`config.mk`:
```
export PLATFORM = sky130hd
export DESIGN_NAME = resp_ring_dispatch
export DESIGN_NICKNAME = d
export VERILOG_FILES = /design/src/rtl/rrd_pkg.sv /design/src/rtl/rrd_pend_table.sv /design/src/rtl/rrd_ring_fsm.sv /design/src/rtl/rrd_status.sv /design/src/rtl/resp_ring_dispatch.sv
export SDC_FILE = /design/constraint.sdc
export NUM_CORES = 1
export LEC_CHECK = 0
export ABC_AREA = 0
export BUFFER_PORTS_ARGS = -buffer_cell sky130_fd_sc_hd__clkbuf_2
export CAP_MARGIN = 20
export CORE_MARGIN = 3
export CORE_UTILIZATION = 60
export CTS_CLUSTER_SIZE = 40
export DETAILED_ROUTE_END_ITERATION = 16
export GPL_TIMING_DRIVEN = 1
export PLACE_DENSITY = 0.84
export SYNTH_ARGS = -nofsm -noshare
export SYNTH_HDL_FRONTEND = slang
export SYNTH_SLANG_ARGS = --single-unit
```
`constraint.sdc`:
```
create_clock -name clk -period 10.85 [get_ports clk]
set_input_delay 0.5425 -clock clk [delete_from_list [all_inputs] [get_ports clk]]
set_output_delay 0.5425 -clock clk [all_outputs]
set_load 0.02 [all_outputs]
```
`src/rtl/rrd_pkg.sv`:
```
package rrd_pkg;
    localparam int CODEC_W = 4;
    localparam int NSTAT   = 4;
    localparam int ST_IRQ  = 0;
    localparam int ST_OVR  = 1;
    localparam int ST_EVT  = 2;
    localparam int ST_SPUR = 3;

    typedef enum logic [1:0] {ST_IDLE, ST_WORD0, ST_WORD1} ring_state_e;

    typedef struct packed {
        logic [31:0]        data;
        logic [CODEC_W-1:0] codec;
        logic               unsol;
    } rsp_t;

    function automatic logic [31:0] ext_word(input rsp_t r);
        return {{(31 - CODEC_W){1'b0}}, r.unsol, r.codec};
    endfunction
endpackage

```
`src/rtl/rrd_pend_table.sv`:
```
module rrd_pend_table
    import rrd_pkg::*;
#(
    parameter int NUM_CODEC = 4,
    parameter int CNT_W     = 4
) (
    input  logic               clk,
    input  logic               rst_n,
    input  logic               take,
    input  rsp_t               rsp,
    input  logic               cmd_issue,
    input  logic [CODEC_W-1:0] cmd_codec,
    input  logic [CODEC_W-1:0] res_sel,
    output logic               is_spur,
    output logic               is_event,
    output logic [31:0]        res_data,
    output logic [CNT_W-1:0]   res_pend
);
    logic [CNT_W-1:0] cnt_arr [NUM_CODEC];
    logic [31:0]      res_arr [NUM_CODEC];
    logic             addr_ok;
    logic [CNT_W-1:0] cur_cnt;

    always_comb begin
        addr_ok = {1'b0, rsp.codec} < (CODEC_W + 1)'(NUM_CODEC);
        cur_cnt = '0;
        for (int i = 0; i < NUM_CODEC; i++)
            if (rsp.codec == CODEC_W'(i)) cur_cnt = cnt_arr[i];
        is_spur  = !addr_ok || (!rsp.unsol && cur_cnt == '0);
        is_event = addr_ok && rsp.unsol;
    end

    always_comb begin
        res_data = '0;
        res_pend = '0;
        for (int i = 0; i < NUM_CODEC; i++)
            if (res_sel == CODEC_W'(i)) begin
                res_data = res_arr[i];
                res_pend = cnt_arr[i];
            end
    end

    for (genvar g = 0; g < NUM_CODEC; g++) begin : g_codec
        logic [CNT_W-1:0] cnt_q;
        logic [31:0]      res_q;
        logic             inc, dec;

        assign inc = cmd_issue && cmd_codec == CODEC_W'(g);
        assign dec = take && !is_spur && !rsp.unsol && rsp.codec == CODEC_W'(g);

        always_ff @(posedge clk or negedge rst_n) begin
            if (!rst_n) begin
                cnt_q <= '0;
                res_q <= '0;
            end else begin
                if (inc && !dec && cnt_q != '1) cnt_q <= cnt_q + 1'b1;
                else if (dec && !inc)           cnt_q <= cnt_q - 1'b1;
                if (dec) res_q <= rsp.data;
            end
        end

        assign cnt_arr[g] = cnt_q;
        assign res_arr[g] = res_q;
    end
endmodule

```
`src/rtl/rrd_ring_fsm.sv`:
```
module rrd_ring_fsm
    import rrd_pkg::*;
#(
    parameter int AW = 8
) (
    input  logic          clk,
    input  logic          rst_n,
    input  logic          dma_en,
    input  logic          wp_reset,
    input  logic [AW-1:0] rd_ptr,
    input  logic          rsp_valid,
    input  rsp_t          rsp,
    output logic          rsp_ready,
    output logic          take,
    output logic          drop,
    output logic          done,
    output logic          mem_we,
    output logic [AW:0]   mem_addr,
    output logic [31:0]   mem_wdata,
    output logic [AW-1:0] wr_ptr
);
    ring_state_e   state, state_nx;
    rsp_t          rsp_q;
    logic [AW-1:0] slot_q, next_slot;
    logic          full;

    assign next_slot = AW'(wr_ptr + 1'b1);
    assign full      = next_slot == rd_ptr;
    assign take      = rsp_valid && rsp_ready && !full;
    assign drop      = rsp_valid && rsp_ready && full;

    always_comb begin
        state_nx = state;
        unique case (state)
            ST_IDLE:  if (take) state_nx = ST_WORD0;
            ST_WORD0: state_nx = ST_WORD1;
            ST_WORD1: state_nx = ST_IDLE;
            default:  state_nx = ST_IDLE;
        endcase
    end

    always_ff @(posedge clk or negedge rst_n) begin
        if (!rst_n) state <= ST_IDLE;
        else        state <= state_nx;
    end

    always_ff @(posedge clk or negedge rst_n) begin
        if (!rst_n) begin
            rsp_q  <= '0;
            slot_q <= '0;
            wr_ptr <= '0;
        end else begin
            if (take) begin
                rsp_q  <= rsp;
                slot_q <= next_slot;
            end
            if (wp_reset)               wr_ptr <= '0;
            else if (state == ST_WORD1) wr_ptr <= slot_q;
        end
    end

    always_comb begin
        rsp_ready = 1'b0;
        done      = 1'b0;
        mem_we    = 1'b0;
        mem_addr  = '0;
        mem_wdata = '0;
        unique case (state)
            ST_IDLE:  rsp_ready = dma_en && !wp_reset;
            ST_WORD0: begin
                mem_we    = 1'b1;
                mem_addr  = {slot_q, 1'b0};
                mem_wdata = rsp_q.data;
            end
            ST_WORD1: begin
                mem_we    = 1'b1;
                done      = 1'b1;
                mem_addr  = {slot_q, 1'b1};
                mem_wdata = ext_word(rsp_q);
            end
            default: ;
        endcase
    end
endmodule

```
`src/rtl/rrd_status.sv`:
```
module rrd_status
    import rrd_pkg::*;
#(
    parameter int THR_W = 8
) (
    input  logic             clk,
    input  logic             rst_n,
    input  logic             done,
    input  logic             set_ovr,
    input  logic             set_evt,
    input  logic             set_spur,
    input  logic [NSTAT-1:0] clr,
    input  logic [THR_W-1:0] irq_thresh,
    input  logic             irq_en,
    output logic [NSTAT-1:0] status,
    output logic             irq
);
    logic [THR_W-1:0] ent_cnt;
    logic [THR_W:0]   cnt_inc, thr_eff;
    logic             irq_hit;
    logic [NSTAT-1:0] set_v;

    always_comb begin
        cnt_inc = {1'b0, ent_cnt} + 1'b1;
        thr_eff = (irq_thresh == '0) ? (THR_W + 1)'(1) : {1'b0, irq_thresh};
        irq_hit = done && (cnt_inc >= thr_eff);
        set_v          = '0;
        set_v[ST_IRQ]  = irq_hit;
        set_v[ST_OVR]  = set_ovr;
        set_v[ST_EVT]  = set_evt;
        set_v[ST_SPUR] = set_spur;
    end

    always_ff @(posedge clk or negedge rst_n) begin
        if (!rst_n) begin
            ent_cnt <= '0;
            status  <= '0;
        end else begin
            if (irq_hit)   ent_cnt <= '0;
            else if (done) ent_cnt <= cnt_inc[THR_W-1:0];
            status <= set_v | (status & ~clr);
        end
    end

    assign irq = status[ST_IRQ] && irq_en;
endmodule

```
`src/rtl/resp_ring_dispatch.sv`:
```
module resp_ring_dispatch
    import rrd_pkg::*;
#(
    parameter int NUM_CODEC = 4,
    parameter int CNT_W     = 4,
    parameter int AW        = 8
) (
    input  logic               clk,
    input  logic               rst_n,
    input  logic               dma_en,
    input  logic               irq_en,
    input  logic               wp_reset,
    input  logic [AW-1:0]      irq_thresh,
    input  logic [AW-1:0]      rd_ptr,
    input  logic               rsp_valid,
    output logic               rsp_ready,
    input  logic [31:0]        rsp_data,
    input  logic [CODEC_W-1:0] rsp_codec,
    input  logic               rsp_unsol,
    input  logic               cmd_issue,
    input  logic [CODEC_W-1:0] cmd_codec,
    output logic               mem_we,
    output logic [AW:0]        mem_addr,
    output logic [31:0]        mem_wdata,
    output logic [AW-1:0]      wr_ptr,
    input  logic [NSTAT-1:0]   clr_status,
    output logic [NSTAT-1:0]   status,
    output logic               irq,
    input  logic [CODEC_W-1:0] res_sel,
    output logic [31:0]        res_data,
    output logic [CNT_W-1:0]   res_pend
);
    rsp_t rsp;
    logic take, drop, done, is_spur, is_event;

    assign rsp = '{data: rsp_data, codec: rsp_codec, unsol: rsp_unsol};

    rrd_ring_fsm #(.AW(AW)) u_fsm (
        .clk(clk), .rst_n(rst_n), .dma_en(dma_en), .wp_reset(wp_reset),
        .rd_ptr(rd_ptr), .rsp_valid(rsp_valid), .rsp(rsp),
        .rsp_ready(rsp_ready), .take(take), .drop(drop), .done(done),
        .mem_we(mem_we), .mem_addr(mem_addr), .mem_wdata(mem_wdata),
        .wr_ptr(wr_ptr)
    );

    rrd_pend_table #(.NUM_CODEC(NUM_CODEC), .CNT_W(CNT_W)) u_pend (
        .clk(clk), .rst_n(rst_n), .take(take), .rsp(rsp),
        .cmd_issue(cmd_issue), .cmd_codec(cmd_codec), .res_sel(res_sel),
        .is_spur(is_spur), .is_event(is_event),
        .res_data(res_data), .res_pend(res_pend)
    );

    rrd_status #(.THR_W(AW)) u_stat (
        .clk(clk), .rst_n(rst_n), .done(done), .set_ovr(drop),
        .set_evt(take && is_event), .set_spur(take && is_spur),
        .clr(clr_status), .irq_thresh(irq_thresh), .irq_en(irq_en),
        .status(status), .irq(irq)
    );
endmodule

```
==> flow_results.org <==
** Critical path
- Critical path class :: reg -> reg
- Capturing element type of the critical path :: flop
- For flop-to-flop paths, the worst setup slack is 6.25 ns.
- In this run the worst setup path begins at u_fsm.wr_ptr[0].
- Together, buffers and inverters on the worst path number 1.
- Kind of start point of the critical path :: flop
- In this run the critical register-to-register path is launched from u_fsm.wr_ptr[0].
- Walking the worst path, the cells encountered are ha_1 > xnor2_1 > o21ai_0 > or4_1 > or4_1 > o211ai_4 > buf_4 > nand2_1 > ha_1 > a21o_1 > a21oi_1 > nor2_1 > nand2_1 > mux2i_1 > xor2_1.
- For this design, the slowest cell found on the critical path is sky130_fd_sc_hd__or4_1.
- Top delay family on crit path :: simple AND/OR/NAND/NOR gates
- CP Data Required Time :: 11.24 ns
- Data on the critical path arrives at its endpoint at 4.99 ns.
- Worst-path maximum fanout :: 36
- Maximum cell stage delay along the critical path :: 0.76 ns

** Synthesis
- Main combinational cell family by area after synthesis :: multiplexers
- After technology mapping, the gate count stands at 977.
- Net count after synthesis :: 1076
- Proportion of synthesized flip-flops having asynchronous set or reset :: 100%
- Sequential share of the synthesized area :: 49.4%
- For this run, the leading register cell type out of synthesis is sky130_fd_sc_hd__dfrtp_1.
- Of the post-synthesis cell area, the part taken by muxes is 19.6%.
- Compound-Gate Fraction of Synth Area :: 9.09%
- Average cell area after synthesis :: 10.9 um^2
- In this run the cell area of the synthesized design comes to 10700 um^2.
- Summing the areas of all and, or, nand and nor instances in the mapped netlist gives 12.8% of the synthesized area.
- Number of unique standard cell types used by synthesis :: 61
- Flip-flop and latch count after synthesis :: 211
- Of the total synthesized cell area, the portion taken by XOR and XNOR cells is 2.87%.
- Number of flops mapped to enable cells by yosys :: 0
- After Yosys synthesis, full adders, half adders and majority gates account for 3.44% of the synthesized area.
- Number of synthesis warnings :: 0

** Floorplanning
- Die X-Extent :: 139 um
- The initialized floorplan defines 48 standard-cell rows.
- The die covers 19400 um^2.
- Once the floorplan was initialized, standard cells occupied 61.6% of the core.
- Core area :: 17400 um^2
- Pin placement for this block handled 164 I/O pins.
- The die is 139 um tall.

** Place
- Input and output buffers added on the ports amount to 163.
- RePlAce Congestion :: 0.897
- Half-perimeter wire length after placement :: 15800 um
- The number of placed instances, taps included, is 1331.

** Timing
- Maximum clock frequency :: 217 MHz
- Clock skew on the completed layout was measured at 0.0116 ns.
- The number of failing hold endpoints at the final stage was 0.
- Setup TNS after final layout :: 0 ns
- Final-report setup violation count :: 0
- Final critical path time including I/O delays and setup :: 4.60 ns
- Worst slew pin tran :: 0.916 ns
- Dividing the final minimum period by the clock period gives 42.4%.
- RSZ-0062 raised after global routing :: no
- Worst slew margin :: 39.0%
- The number of slew-limit violations in the final report came to 0.

** Cells and area
- Nets@finish :: 1230
- Measured on the finished design, the core utilization comes to 71.6%.
- Final standard cell count with taps included and fillers excluded :: 1368
- Compared with the post-synthesis result, the final layout area differs by 16.3%.
- # diodes :: 0
- In the final layout, the share of cells above drive strength 1 is 34.0%.

** Clock network
- Post-CTS repair changed the size of 0 cells.
- At the later pin of the worst-skew pair, clock insertion delay measures 0.51 ns.
- The tree built by TritonCTS fans out to 211 sinks.
- After clock tree synthesis, the clock-pin slew on the worst setup and hold paths is 0.06 ns.
- Buffers inserted by post-CTS timing repair :: 0
- Max Root-Sink Buffers :: 3
- CTS built an H-tree with a depth of 1.
- Clock root buffer :: sky130_fd_sc_hd__clkbuf_16
- In this run, post-CTS hold repair placed 0 buffers.
- Clock tree from TritonCTS :: yes
- Number of buffers created by CTS :: 23

** Run status
- Run status :: finished clean

** Run
- Max-cap violations in this run came to 0.

** Drt
- Average vias per placed instance :: 5.82
- Summed over all layers, the routed wires come to 24800 um.
- DRT Pass-1 Iters :: 5
- Post-route DRC violation count :: 0
- WL/cell :: 18.1 um
- Total via count after detailed routing :: 7965
- Antenna-violating nets left :: 0
- After the first detailed-routing iteration, the DRC count stood at 548.

** Power and ir drop
- Across the VDD grid, the largest voltage drop is 0.000151 V.
- PwrDens :: 202 nW/um^2
- The analysis attributes to cell leakage a power of 6.41 nW.

** Global routing
- The via count of the first global-routing pass was 7970.
- Entering global routing, the biggest net connects 76 pins.
- The number of antenna violations at the first check in global routing came to 0.
- In the global route stage, overall resource usage came out at 25.2%.
- Remaining global-route overflow :: 0
- The first global-routing pass estimated 40500 um of wire.

** Hold path
- The min-delay analysis places its worst path in the category in -> async.
-- worst register-to-register path, stage by stage, from the launching register on --
cell and delay, ns:
sky130_fd_sc_hd__dfrtp_1 0.48, sky130_fd_sc_hd__ha_1 0.37, sky130_fd_sc_hd__xnor2_1 0.16, sky130_fd_sc_hd__o21ai_0 0.09, sky130_fd_sc_hd__or4_1 0.53, sky130_fd_sc_hd__or4_1 0.76, sky130_fd_sc_hd__o211ai_4 0.24, sky130_fd_sc_hd__buf_4 0.52
sky130_fd_sc_hd__nand2_1 0.24, sky130_fd_sc_hd__ha_1 0.33, sky130_fd_sc_hd__a21o_1 0.18, sky130_fd_sc_hd__a21oi_1 0.21, sky130_fd_sc_hd__nor2_1 0.06, sky130_fd_sc_hd__nand2_1 0.06, sky130_fd_sc_hd__mux2i_1 0.08, sky130_fd_sc_hd__xor2_1 0.16
-- final cells by class --
| type | instances | area, um^2 |
|---|---|---|
| clock inverter | 5 | 68.8 |
| sequential | 211 | 5280 |
| fill | 1226 | 4920 |
| clock buffer | 32 | 649 |
| timing repair buffer | 176 | 922 |
| inverter | 22 | 82.6 |
| tap | 225 | 282 |
| multi-input combinational | 697 | 5150 |
-- cells by family after synthesis --
kind of cell | after synthesis
adder cells (fa/ha/maj) | 27
AND/OR/NAND/NOR | 296
multiplexers | 187
flip-flops | 211
AO/OA/AOI/OAI | 152
buffers and inverters | 69
XOR/XNOR | 35
-- state kept, by name (all words and copies together) (netlist names) --
name,flops
u_fsm.rsp_q,37
u_fsm.slot_q,8
u_fsm.state,2
u_fsm.wr_ptr,8
u_pend.g_codec.cnt_q,16
u_pend.g_codec.res_q,128
u_stat.ent_cnt,8
u_stat.status,4
-- synthesized netlist by cell type, drive strengths merged, types with 5 or more instances --
cell | instances | share of area [%]
dfrtp | 211 | 49
mux2 | 172 | 18
and2 | 40 | 2.3
inv | 21 | 0.74
nor2b | 10 | 0.59
o21ai | 86 | 4.2
nand3 | 8 | 0.37
mux2i | 15 | 1.4
and3 | 5 | 0.29
clkbuf | 30 | 1.1
xor2 | 17 | 1.4
a21oi | 9 | 0.42
a22oi | 5 | 0.35
nor2 | 24 | 0.84
a21o | 10 | 0.70
ha | 23 | 2.7
buf | 17 | 1.1
nand2b | 6 | 0.35
xnor2 | 18 | 1.5
nand2 | 175 | 6.1
nor4 | 5 | 0.29
-- routing by layer --
layer	wire length (um)	up-vias	share of wire [%]	track usage, %
met1	10600	3970	43	34.4
met4	537	0	2.2	6.80
met2	12200	261	49	42.3
met5	0	-	0	0
li1	-	3697	-	-
met3	1470	37	5.9	4.02
-- through the flow --
stage	hold WS [ns]	total power [mW]	instance area, um^2	worst slack [ns]
detailed placement	0.486	1.77	11700	6.30
CTS	0.0458	2.52	12400	6.25
finish	0.0171	2.51	12400	6.25
global placement	0.479	1.74	11700	6.44
global route	0.0488	2.65	12400	6.03
floorplan	0.247	1.54	10700	6.94
-- final timing paths --
check,to,cells past startpoint
min reg2reg,u_fsm.rsp_q[11],1
max,u_pend.g_codec[3].cnt_q[3],15
min,u_fsm.wr_ptr[3],1
min in group clk,u_stat.status[3],2
max reg2reg,u_pend.g_codec[3].cnt_q[3],15
max in group asynchronous,u_pend.g_codec[1].res_q[31],2
-- cell usage in the layout (no fill, tap or decap), types with 10 or more instances in the layout --
master,count
sky130_fd_sc_hd__clkbuf_16,23
sky130_fd_sc_hd__nor2_1,24
sky130_fd_sc_hd__mux2i_1,15
sky130_fd_sc_hd__dfrtp_1,211
sky130_fd_sc_hd__nand2_1,175
sky130_fd_sc_hd__buf_4,13
sky130_fd_sc_hd__clkbuf_2,162
sky130_fd_sc_hd__inv_1,21
sky130_fd_sc_hd__a21o_1,10
sky130_fd_sc_hd__o21ai_0,84
sky130_fd_sc_hd__xnor2_1,18
sky130_fd_sc_hd__nor2b_1,10
sky130_fd_sc_hd__ha_1,23
sky130_fd_sc_hd__and2_1,40
sky130_fd_sc_hd__xor2_1,17
sky130_fd_sc_hd__mux2_2,170
-- where the power goes --
part | internal (mW) | switching, mW | leakage (nW)
Combinational | 0.312 | 0.373 | 3.26
Clock | 0.441 | 0.308 | 0.354
Sequential | 0.945 | 0.132 | 2.80
Total | 1.70 | 0.813 | 6.41
Power figures use the tool's default switching activity.
